File: src/rtl/ppsSlipPkg.sv
package ppsSlipPkg;

  typedef enum logic [1:0] {
    MODE_FREQ  = 2'd0,
    MODE_ACQ   = 2'd1,
    MODE_TRACK = 2'd2
  } trackMode_e;

  // strobes from control to datapath
  typedef struct packed {
    logic capture;  // snapshot the counter and restart the timeout
    logic armed;    // a reference capture exists, timeout may fire
  } pathStrobe_t;

endpackage

File: src/rtl/ppsCapturePath.sv
module ppsCapturePath
  import ppsSlipPkg::*;
#(
  parameter int NOMINAL = 10_000_000,
  parameter int CORR_W  = 8,
  parameter int CNT_W   = 25,
  parameter int DEV_W   = 27,
  parameter int MISS_LIM = 15_000_000
) (
  input  logic                     clk,
  input  logic                     rstN,
  input  logic                     ppsIn,
  input  logic signed [CORR_W-1:0] sawCorr,
  input  pathStrobe_t              strobe,
  output logic                     ppsEdge,
  output logic signed [DEV_W-1:0]  devNow,
  output logic                     missHit
);

  localparam logic signed [DEV_W-1:0] NOM_S   = DEV_W'(NOMINAL);
  localparam logic [CNT_W-1:0]        LIM_C   = CNT_W'(MISS_LIM);
  localparam logic [CNT_W-1:0]        LIM_M1  = CNT_W'(MISS_LIM - 1);

  logic [2:0]       syncQ;
  logic [CNT_W-1:0] freeCnt;
  logic [CNT_W-1:0] lastCap;
  logic [CNT_W-1:0] watchCnt;
  logic [CNT_W-1:0] interval;
  logic signed [DEV_W-1:0] intervalS;
  logic signed [DEV_W-1:0] corrS;

  always_ff @(posedge clk) begin
    if (!rstN) begin
      syncQ    <= '0;
      freeCnt  <= '0;
      lastCap  <= '0;
      watchCnt <= '0;
    end else begin
      syncQ   <= {syncQ[1:0], ppsIn};
      freeCnt <= freeCnt + CNT_W'(1);
      if (strobe.capture) begin
        lastCap  <= freeCnt;
        watchCnt <= '0;
      end else if (watchCnt < LIM_C) begin
        watchCnt <= watchCnt + CNT_W'(1);
      end
    end
  end

  always_comb begin
    ppsEdge   = syncQ[1] & ~syncQ[2];
    interval  = freeCnt - lastCap;
    intervalS = $signed({{(DEV_W-CNT_W){1'b0}}, interval});
    corrS     = $signed({{(DEV_W-CORR_W){sawCorr[CORR_W-1]}}, sawCorr});
    devNow    = intervalS + corrS - NOM_S;
    missHit   = strobe.armed && (watchCnt == LIM_M1);
  end

endmodule

File: src/rtl/ppsSlipControl.sv
module ppsSlipControl
  import ppsSlipPkg::*;
#(
  parameter int DEV_W     = 27,
  parameter int IDX_W     = 8,
  parameter int RANGE_LIM = 8
) (
  input  logic                    clk,
  input  logic                    rstN,
  input  logic                    ppsEdge,
  input  logic signed [DEV_W-1:0] devNow,
  input  logic                    missHit,
  input  logic                    phaseReq,
  input  logic [IDX_W-1:0]        slipPeriod,
  output pathStrobe_t             strobe,
  output logic                    measValid,
  output logic signed [DEV_W-1:0] devOut,
  output logic [IDX_W-1:0]        phaseIdx,
  output logic                    slipFlag,
  output logic                    rangeFlag,
  output logic                    missFlag,
  output logic [1:0]              modeOut
);

  localparam logic signed [DEV_W-1:0] LIM_HI = DEV_W'(RANGE_LIM);
  localparam logic signed [DEV_W-1:0] LIM_LO = -LIM_HI;
  localparam logic signed [DEV_W-1:0] ONE    = DEV_W'(1);
  localparam logic signed [DEV_W-1:0] NEG1   = -ONE;

  trackMode_e       modeQ, modeNext;
  logic             primed;
  logic             outRange, isPlus, isZero, nearZero;
  logic [IDX_W-1:0] effN, advIdx, idxNext;
  logic [IDX_W:0]   incIdx;
  logic             slipNext;

  always_comb begin
    outRange = (devNow > LIM_HI) || (devNow < LIM_LO);
    isPlus   = (devNow == ONE);
    isZero   = (devNow == '0);
    nearZero = (devNow >= NEG1) && (devNow <= ONE);
    effN     = (slipPeriod < IDX_W'(2)) ? IDX_W'(2) : slipPeriod;
    incIdx   = {1'b0, phaseIdx} + (IDX_W+1)'(1);
    advIdx   = (incIdx >= {1'b0, effN}) ? '0 : incIdx[IDX_W-1:0];

    modeNext = modeQ;
    idxNext  = phaseIdx;
    slipNext = 1'b0;
    if (outRange) begin
      modeNext = MODE_FREQ;
      idxNext  = '0;
    end else if (modeQ == MODE_FREQ) begin
      idxNext = '0;
      if (phaseReq && nearZero) modeNext = MODE_ACQ;
    end else if (!phaseReq) begin
      modeNext = MODE_FREQ;
      idxNext  = '0;
    end else if (modeQ == MODE_ACQ) begin
      if (isPlus) begin
        modeNext = MODE_TRACK;
        idxNext  = '0;
      end
    end else begin
      if (isPlus) begin
        slipNext = (advIdx != '0);
        idxNext  = '0;
      end else begin
        slipNext = !isZero || (advIdx == '0);
        idxNext  = advIdx;
      end
    end

    strobe.capture = ppsEdge;
    strobe.armed   = primed;
    modeOut        = modeQ;
  end

  always_ff @(posedge clk) begin
    if (!rstN) begin
      modeQ     <= MODE_FREQ;
      primed    <= 1'b0;
      measValid <= 1'b0;
      devOut    <= '0;
      phaseIdx  <= '0;
      slipFlag  <= 1'b0;
      rangeFlag <= 1'b0;
      missFlag  <= 1'b0;
    end else begin
      measValid <= 1'b0;
      missFlag  <= 1'b0;
      if (ppsEdge) begin
        primed <= 1'b1;
        if (primed) begin
          measValid <= 1'b1;
          devOut    <= devNow;
          rangeFlag <= outRange;
          slipFlag  <= slipNext;
          modeQ     <= modeNext;
          phaseIdx  <= idxNext;
        end
      end else if (missHit) begin
        primed   <= 1'b0;
        missFlag <= 1'b1;
      end
    end
  end

endmodule

File: src/rtl/ppsSlipDetector.sv
module ppsSlipDetector
  import ppsSlipPkg::*;
#(
  parameter int NOMINAL   = 10_000_000,
  parameter int CORR_W    = 8,
  parameter int IDX_W     = 8,
  parameter int RANGE_LIM = 8,
  localparam int CNT_W    = $clog2(2 * NOMINAL + 1),
  localparam int DEV_W    = CNT_W + 2,
  localparam int MISS_LIM = NOMINAL + NOMINAL / 2
) (
  input  logic                     clk,
  input  logic                     rstN,
  input  logic                     ppsIn,
  input  logic                     phaseReq,
  input  logic [IDX_W-1:0]         slipPeriod,
  input  logic signed [CORR_W-1:0] sawCorr,
  output logic                     measValid,
  output logic signed [DEV_W-1:0]  devOut,
  output logic [IDX_W-1:0]         phaseIdx,
  output logic                     slipFlag,
  output logic                     rangeFlag,
  output logic                     missFlag,
  output logic [1:0]               modeOut
);

  pathStrobe_t             strobe;
  logic                    ppsEdge;
  logic                    missHit;
  logic signed [DEV_W-1:0] devNow;

  ppsCapturePath #(
    .NOMINAL(NOMINAL), .CORR_W(CORR_W), .CNT_W(CNT_W),
    .DEV_W(DEV_W), .MISS_LIM(MISS_LIM)
  ) uPath (
    .clk(clk), .rstN(rstN), .ppsIn(ppsIn), .sawCorr(sawCorr),
    .strobe(strobe), .ppsEdge(ppsEdge), .devNow(devNow), .missHit(missHit)
  );

  ppsSlipControl #(
    .DEV_W(DEV_W), .IDX_W(IDX_W), .RANGE_LIM(RANGE_LIM)
  ) uCtrl (
    .clk(clk), .rstN(rstN), .ppsEdge(ppsEdge), .devNow(devNow),
    .missHit(missHit), .phaseReq(phaseReq), .slipPeriod(slipPeriod),
    .strobe(strobe), .measValid(measValid), .devOut(devOut),
    .phaseIdx(phaseIdx), .slipFlag(slipFlag), .rangeFlag(rangeFlag),
    .missFlag(missFlag), .modeOut(modeOut)
  );

endmodule

File: config.mk
export PLATFORM = sky130hd
export DESIGN_NAME = ppsSlipDetector
export DESIGN_NICKNAME = d
export VERILOG_FILES = /design/src/rtl/ppsSlipPkg.sv /design/src/rtl/ppsCapturePath.sv /design/src/rtl/ppsSlipControl.sv /design/src/rtl/ppsSlipDetector.sv
export SDC_FILE = /design/constraint.sdc
export NUM_CORES = 1
export LEC_CHECK = 0
export ABC_AREA = 1
export BUFFER_PORTS_ARGS = -buffer_cell sky130_fd_sc_hd__buf_2
export CAP_MARGIN = 20
export CORE_MARGIN = 3
export CORE_UTILIZATION = 40
export CTS_BUF_LIST = sky130_fd_sc_hd__clkbuf_8
export DETAILED_ROUTE_END_ITERATION = 8
export GPL_TIMING_DRIVEN = 0
export PLACE_DENSITY = 0.63
export SKIP_CTS_REPAIR_TIMING = 1
export SLEW_MARGIN = 40
export SYNTH_ARGS = -nofsm -noshare
export SYNTH_HDL_FRONTEND = slang
export SYNTH_SLANG_ARGS = --single-unit
File: constraint.sdc
create_clock -name clk -period 15.12 [get_ports clk]
set_clock_uncertainty 0.2 [all_clocks]
set_input_delay 0.756 -clock clk [delete_from_list [all_inputs] [get_ports clk]]
set_output_delay 0.756 -clock clk [all_outputs]
set_load 0.005 [all_outputs]
==> impl_results.md, run 1 <==
* Hpwl dp at 19900 um
* CP Capture Type: flip-flop
* Nets@finish at 1653
* Vias in the first global route at roughly 8.5k
* Final setup fails at 0
* CTS max path bufs at 2
* Row cnt at 55
* CTS tree: done
* Final hold violation count at 0
* EDFF count, synth at 0
* Comb power frac at 38.3%
* Async SR Flop Fraction at 0%
* Area contributors post-synth: dfxtp_1 (26%), nand2_1 (14%), ha_1 (11%)
* Slew margin rel. at 50.50%
* Non-Filler Instances at around 1.9k
* Most frequent cells after synthesis: nand2_1 (340), inv_1 (262), nor2_1 (137), dfxtp_1 (120), nand3_1 (119)
* Proportion of layout cells with a drive suffix above 1 at between 10% and 20%
* CP max stage delay at 540 ps
* Crit Path Class: reg2reg
* Worst-margin pin slew at 742.6 ps
* DRT iter0 DRCs at 509
* Worst setup SP type: flip-flop
* Layout filler cell count at ~2.4k
* Register area share after synthesis at 25.69%
* Fmax at 0.1606 GHz
* ANT cells at 0
* Drt drc at 0
* Distinct cells, synth at 46
* Drt pass-1 iters at 7
* Top-area cell type share of the netlist area at about 26%
* Most common cell in the netlist: nand2_1
* Final core utilization at 45.83%
* Leak at 5.096 nW
* Arrival time at the worst endpoint at about 6400 ps
* Most frequent CP cell: nand2_1
* Port Buffers at 60
* Sequential power share at 31.7%
* Detailed-route wire length at 24490 um
* RSZ-0062 raised after global routing: no
* Syn Std Cell Area at roughly 9400 um^2
* Placed cell count at 1840
* H-tree levels at 4
* WL per Instance at 13.08 um
* Avg Vias per Cell at 4.913
* Switch share at 41.96%
* Setup TNS Final at 0 ps
* Area growth syn-to-layout at 11.66%
* Maxcap violations at 0
* Synth Instances at ~1.5k
* Top_reg_cell synth: dfxtp_1
* First-pass GRT wire length at 41160 um
* Total Routing Usage GR at 19.51%
* Final ANT Viol Nets at 0
* Num ports at 61
* Total power at roughly 1.0 mW
* Core area at 22780 um^2
* Hold WC Path Type: reg2reg
* Status: finished clean
* Slowest-stage cell, CP: nor3_1
* Worst Path Required at around 15000 ps
* Syn Area/Cell at 6.374 um^2
* Gpl congestion at about 0.98
* Die area at 25250 um^2
* Cell taking the most area after synthesis: dfxtp_1
* TritonCTS buffer count at 17
* Switching pwr at 0.4266 mW
* Largest net degree at the start of global routing at 17
* Gr ovfl total at 0
* Clk Latency, worst-skew pair at 460 ps
* Clk Tree Root Cell: clkbuf_8
* Final Hold Slack at 222.7 ps
* Clock slew at reported path FFs at 90 ps
* Crit share post-route at between 40% and 50%
* Cell Int Power at 0.5900 mW
* Yosys warns at 0
* Pwr/cell area at slightly below 100 nW/um^2
* Die width at 158.9 um
* Die height at 158.9 um
* Synthesis-stage register bit count at 120
* Final Max Slew Viols at 0
* Antenna violations before repair at 0
* Critical path peak fanout at 8
* Fin crit period at 6226 ps
* Initial Utilization at ~41%
* Clk network pwr share at a little under a third
* Vias at 9198
* VDD IR max at 0.00005398 V
* Syn_nets at 1574
* Sink Count at 120
path summary, 6_finish.rpt:
check	cells after the start	start	end	slack [ps]
worst max-delay path	37	uPath.freeCnt[0]	uCtrl.modeOut[1]	8890
worst min-delay path	2	uPath.syncQ[0]	uPath.syncQ[1]	220
worst max register to register	37	uPath.freeCnt[0]	uCtrl.modeOut[1]	8890
worst min register to register	2	uPath.syncQ[0]	uPath.syncQ[1]	220
power by group through the flow:
stage	clock network (mW)	logic (mW)	registers (mW)
2_1_floorplan	0	0.291	0.329
3_5_place_dp	0	0.386	0.329
3_3_place_gp	0	0.382	0.329
4_1_cts	0.311	0.389	0.322
5_1_grt	0.323	0.446	0.323
6_report	0.305	0.389	0.322
sequential cells by signal, indices dropped and copies added, names as in the netlist:
name,count
uCtrl.devOut,27
uPath.freeCnt,25
uPath.lastCap,25
uPath.watchCnt,25
uCtrl.phaseIdx,8
uPath.syncQ,3
uCtrl.modeOut,2
uCtrl.measValid,1
uCtrl.missFlag,1
uCtrl.primed,1
uCtrl.rangeFlag,1
uCtrl.slipFlag,1
final cells by class:
cell class	instances	area [um^2]	area share, %
Timing Repair Buffer	60	300.3	2.876
Tap cell	313	391.6	3.751
Sequential cell	120	2402	23.01
Clock buffer	17	234.0	2.241
Multi-Input combinational cell	1058	5847	56.00
Inverter	267	1002	9.600
Buffer	22	98.84	0.9468
Clock inverter	15	163.9	1.570
cell usage in the layout, fill, tap and decap left out, types with 10 or more instances in the layout:
cell type / netlist / routed
nor2_1: 137 / 137
inv_1: 262 / 263
ha_1: 84 / 84
nor3_1: 37 / 37
nand2_2: 24 / 24
nand2_1: 340 / 340
clkbuf_1: 14 / 14
xnor2_1: 14 / 14
xor2_1: 23 / 23
dfxtp_1: 120 / 120
nand3_1: 119 / 119
clkbuf_8: 0 / 17
buf_2: 4 / 64
nand4_1: 33 / 33
a21oi_1: 78 / 78
nor2_2: 10 / 10
o21ai_0: 67 / 67
o22ai_1: 23 / 23
metrics by stage:
step,setup slack (ps),area (um^2)
floorplan,9939,9350
global placement,8902,10040
detailed placement,8918,10040
CTS,8893,10440
global route,8239,10440
finish,8894,10440
metal layers:
metal	vias up	share of wire, %	track usage, %
met4	0	1.9	5.491
met3	35	4.0	2.635
met5	-	0	0
li1	4909	-	-
met2	188	47	33.28
met1	4066	48	25.84
worst max-delay path: cells and delay by family, from the launching register on:
kind | cells | cell delay [ps]
compound gates | 7 | 1680
flops | 1 | 360
simple gates | 21 | 2310
xor+xnor | 1 | 180
fa+ha+maj | 4 | 1050
buf+inv | 4 | 380
kinds of logic (layout without fill, tap and decap cells):
| family | Yosys count | in the layout | synth area share, % |
|---|---|---|---|
| compound gates | 196 | 196 | 11.62 |
| xor+xnor | 38 | 38 | 3.760 |
| fa+ha+maj | 87 | 87 | 11.88 |
| buf+inv | 289 | 381 | 11.78 |
| flops | 120 | 120 | 25.69 |
| simple gates | 737 | 737 | 35.27 |
Note: power is estimated with default switching activity, not from simulation.
==> run 2, diff against run 1 <==
==> constraint.sdc (replaced) <==
create_clock -name clk -period 6.4 [get_ports clk]
set_clock_uncertainty 0.2 [all_clocks]
set_input_delay 0.32 -clock clk [delete_from_list [all_inputs] [get_ports clk]]
set_output_delay 0.32 -clock clk [all_outputs]
set_load 0.005 [all_outputs]
==> run 2 against run 1 <==
Compared with the run above:
- via count is 0.13% higher
- register-to-register slack lost 8300 ps
- die area is the same
- sequential power grew 140%
- global-route usage stayed put
- cell area rose by 0.26%
- sequential cell count stayed put
- core utilization rose by 0.12 points
- critical endpoint is now uCtrl.phaseIdx[6]
==> impl_results.md, run 2 (same netlist as run 1, synthesis figures left out) <==
* Status: finished clean (unchanged)
* Leak at 5.103 nW (was 5.096 nW)
* Nets@finish at 1654 (was 1653)
* WL per Instance at 13.10 um (was 13.08 um)
* Avg Vias per Cell at 4.917 (was 4.913)
* CP Capture Type: flip-flop (unchanged)
* Final Max Slew Viols at 0 (unchanged)
* Final setup fails at 0 (unchanged)
* Clk Latency, worst-skew pair at 460 ps (about the same)
* Die area at 25250 um^2 (unchanged)
* Worst-margin pin slew at 764.8 ps (was 742.6 ps)
* Max reg flops at 27 (unchanged)
* Proportion of layout cells with a drive suffix above 1 at 10.45% (was 10.13%)
* Total power at 2.415 mW (was 1.017 mW)
* Crit share post-route at 91.36% (was 41.17%)
* TritonCTS buffer count at 17 (unchanged)
* Clk Tree Root Cell: clkbuf_8 (unchanged)
* Final setup margin at 553.1 ps (was 8894 ps)
* Comb power frac at 38.5% (was 38.3%)
* Final ANT Viol Nets at 0 (unchanged)
* Total Routing Usage GR at 19.51% (unchanged)
* Slowest-stage cell, CP: fa_1 (was nor3_1)
* CTS tree: done (unchanged)
* Area growth syn-to-layout at 11.95% (was 11.66%)
* Hpwl dp at 19900 um (unchanged)
* DRT iter0 DRCs at 504 (was 509)
* First-pass GRT wire length at 41160 um (unchanged)
* Fin crit period at 5847 ps (was 6226 ps)
* Slew margin rel. at 49.01% (was 50.50%)
* Fmax at 0.1710 GHz (was 0.1606 GHz)
* Worst slack at placement at 197.6 ps (was 8918 ps)
* Port Buffers at 60 (unchanged)
* H-tree levels at 4 (unchanged)
* Most frequent cells in the layout: nand2_1 (340), inv_1 (263), nor2_1 (135) (was nand2_1 (340), inv_1 (263), nor2_1 (137))
* Multi-input gate area at 5864 um^2 (was 5847 um^2)
* Drt drc at 0 (unchanged)
* CTS max path bufs at 2 (unchanged)
* ANT cells at 0 (unchanged)
* Reg area at 2402 um^2 (unchanged)
* Num ports at 61 (unchanged)
* Crit Path Class: reg2reg (unchanged)
* Largest reg by FF count: uCtrl.devOut (unchanged)
* Worst setup SP type: flip-flop (unchanged)
* Critical path peak fanout at 10 (was 8)
* Arrival time at the worst endpoint at 6000 ps (was 6390 ps)
* Drt pass-1 iters at 7 (unchanged)
* Sink Count at 120 (unchanged)
* Switching pwr at 1.019 mW (was 0.4266 mW)
* CP max stage delay at 420 ps (was 540 ps)
* Most frequent CP cell: nand2_1 (unchanged)
* Row cnt at 55 (unchanged)
* Clk network pwr share at 30.0% (about the same)
* Gpl congestion at 0.9791 (unchanged)
* Antenna violations before repair at 0 (unchanged)
* Vias in the first global route at 8529 (unchanged)
* Worst Path Required at 6560 ps (was 15290 ps)
* Initial Utilization at 41.05% (unchanged)
* Clock slew at reported path FFs at 80 ps (was 90 ps)
* Cell Int Power at 1.396 mW (was 0.5900 mW)
* Core area at 22780 um^2 (unchanged)
* Switch share at 42.18% (was 41.96%)
* Maxcap violations at 0 (unchanged)
* RSZ-0062 raised after global routing: yes (was no)
* VDD IR max at 0.0001291 V (was 0.00005398 V)
* Die height at 158.9 um (unchanged)
* Pwr/cell area at 230.7 nW/um^2 (was 97.38 nW/um^2)
* Vias at 9210 (was 9198)
* Gr ovfl total at 0 (unchanged)
* Detailed-route wire length at 24540 um (was 24490 um)
* Hold WC Path Type: in2reg (was reg2reg)
* Final hold violation count at 0 (unchanged)
* Commonest non-fill, non-tap cell in the layout: nand2_1 (unchanged)
* Layout filler cell count at 2424 (was 2430)
* Sequential power share at 31.5% (was 31.7%)
* Die width at 158.9 um (unchanged)
* Largest net degree at the start of global routing at 17 (unchanged)
==> run 2: cell type report <==
| class | instances | share of cell area, % |
|---|---|---|
| flip-flops and latches | 120 | 22.95 |
| multi-input cells | 1058 | 56.02 |
| clock buffers | 17 | 2.235 |
| plain buffers | 22 | 0.9443 |
| clock inverters | 15 | 1.566 |
| repair buffers | 61 | 2.964 |
| well taps | 313 | 3.741 |
| inverters | 267 | 9.574 |
==> run 2: metal layers <==
metal	up-vias	wire, um	track usage [%]
li1	4913	-	-
met1	4092	11760	25.84
met4	0	410	5.491
met2	173	11530	33.28
met3	32	835	2.635
met5	-	0	0
==> run 2: final timing paths <==
| check | start | endpoint | slack, ps | cells after the start |
|---|---|---|---|---|
| min reg2reg | uPath.syncQ[0] | uPath.syncQ[1] | 230 | 2 |
| max | uPath.freeCnt[0] | uCtrl.phaseIdx[6] | 550 | 39 |
| max reg2reg | uPath.freeCnt[0] | uCtrl.phaseIdx[6] | 550 | 39 |
| min | rstN | uPath.freeCnt[0] | 120 | 3 |
==> run 2: metrics by stage <==
stage / cells / area (um^2) / hold slack, ps / TNS (ps) / utilization (%)
after floorplan: 1467 / 9350 / 190.5 / 0 / -
after global placement: 1840 / 10040 / 212.9 / 0 / 44.09
after detailed placement: 1840 / 10040 / 204.3 / 0 / 44.09
after CTS: 1872 / 10440 / -170.4 / 0 / 45.83
after global routing: 1873 / 10470 / 151.7 / -59.14 / 45.95
final: 1873 / 10470 / 115.4 / 0 / 45.95
==> run 2: critical path, delay by kind of cell, from the launching register on <==
family | cells | cell delay, ps
AOI/OAI and AO/OA | 6 | 970
xor gates and xnor gates | 1 | 100
buffers and inverters | 4 | 510
and+or+nand+nor | 24 | 2420
DFF | 1 | 360
adders and majority gates | 4 | 1180
==> run 2: power groups by stage <==
stage | combinational (mW) | sequential, mW | clock (mW)
floorplan | 0.688 | 0.778 | 0
global placement | 0.903 | 0.778 | 0
detailed placement | 0.912 | 0.778 | 0
global route | 1.06 | 0.762 | 0.763
CTS | 0.918 | 0.761 | 0.734
finish | 0.929 | 0.761 | 0.724
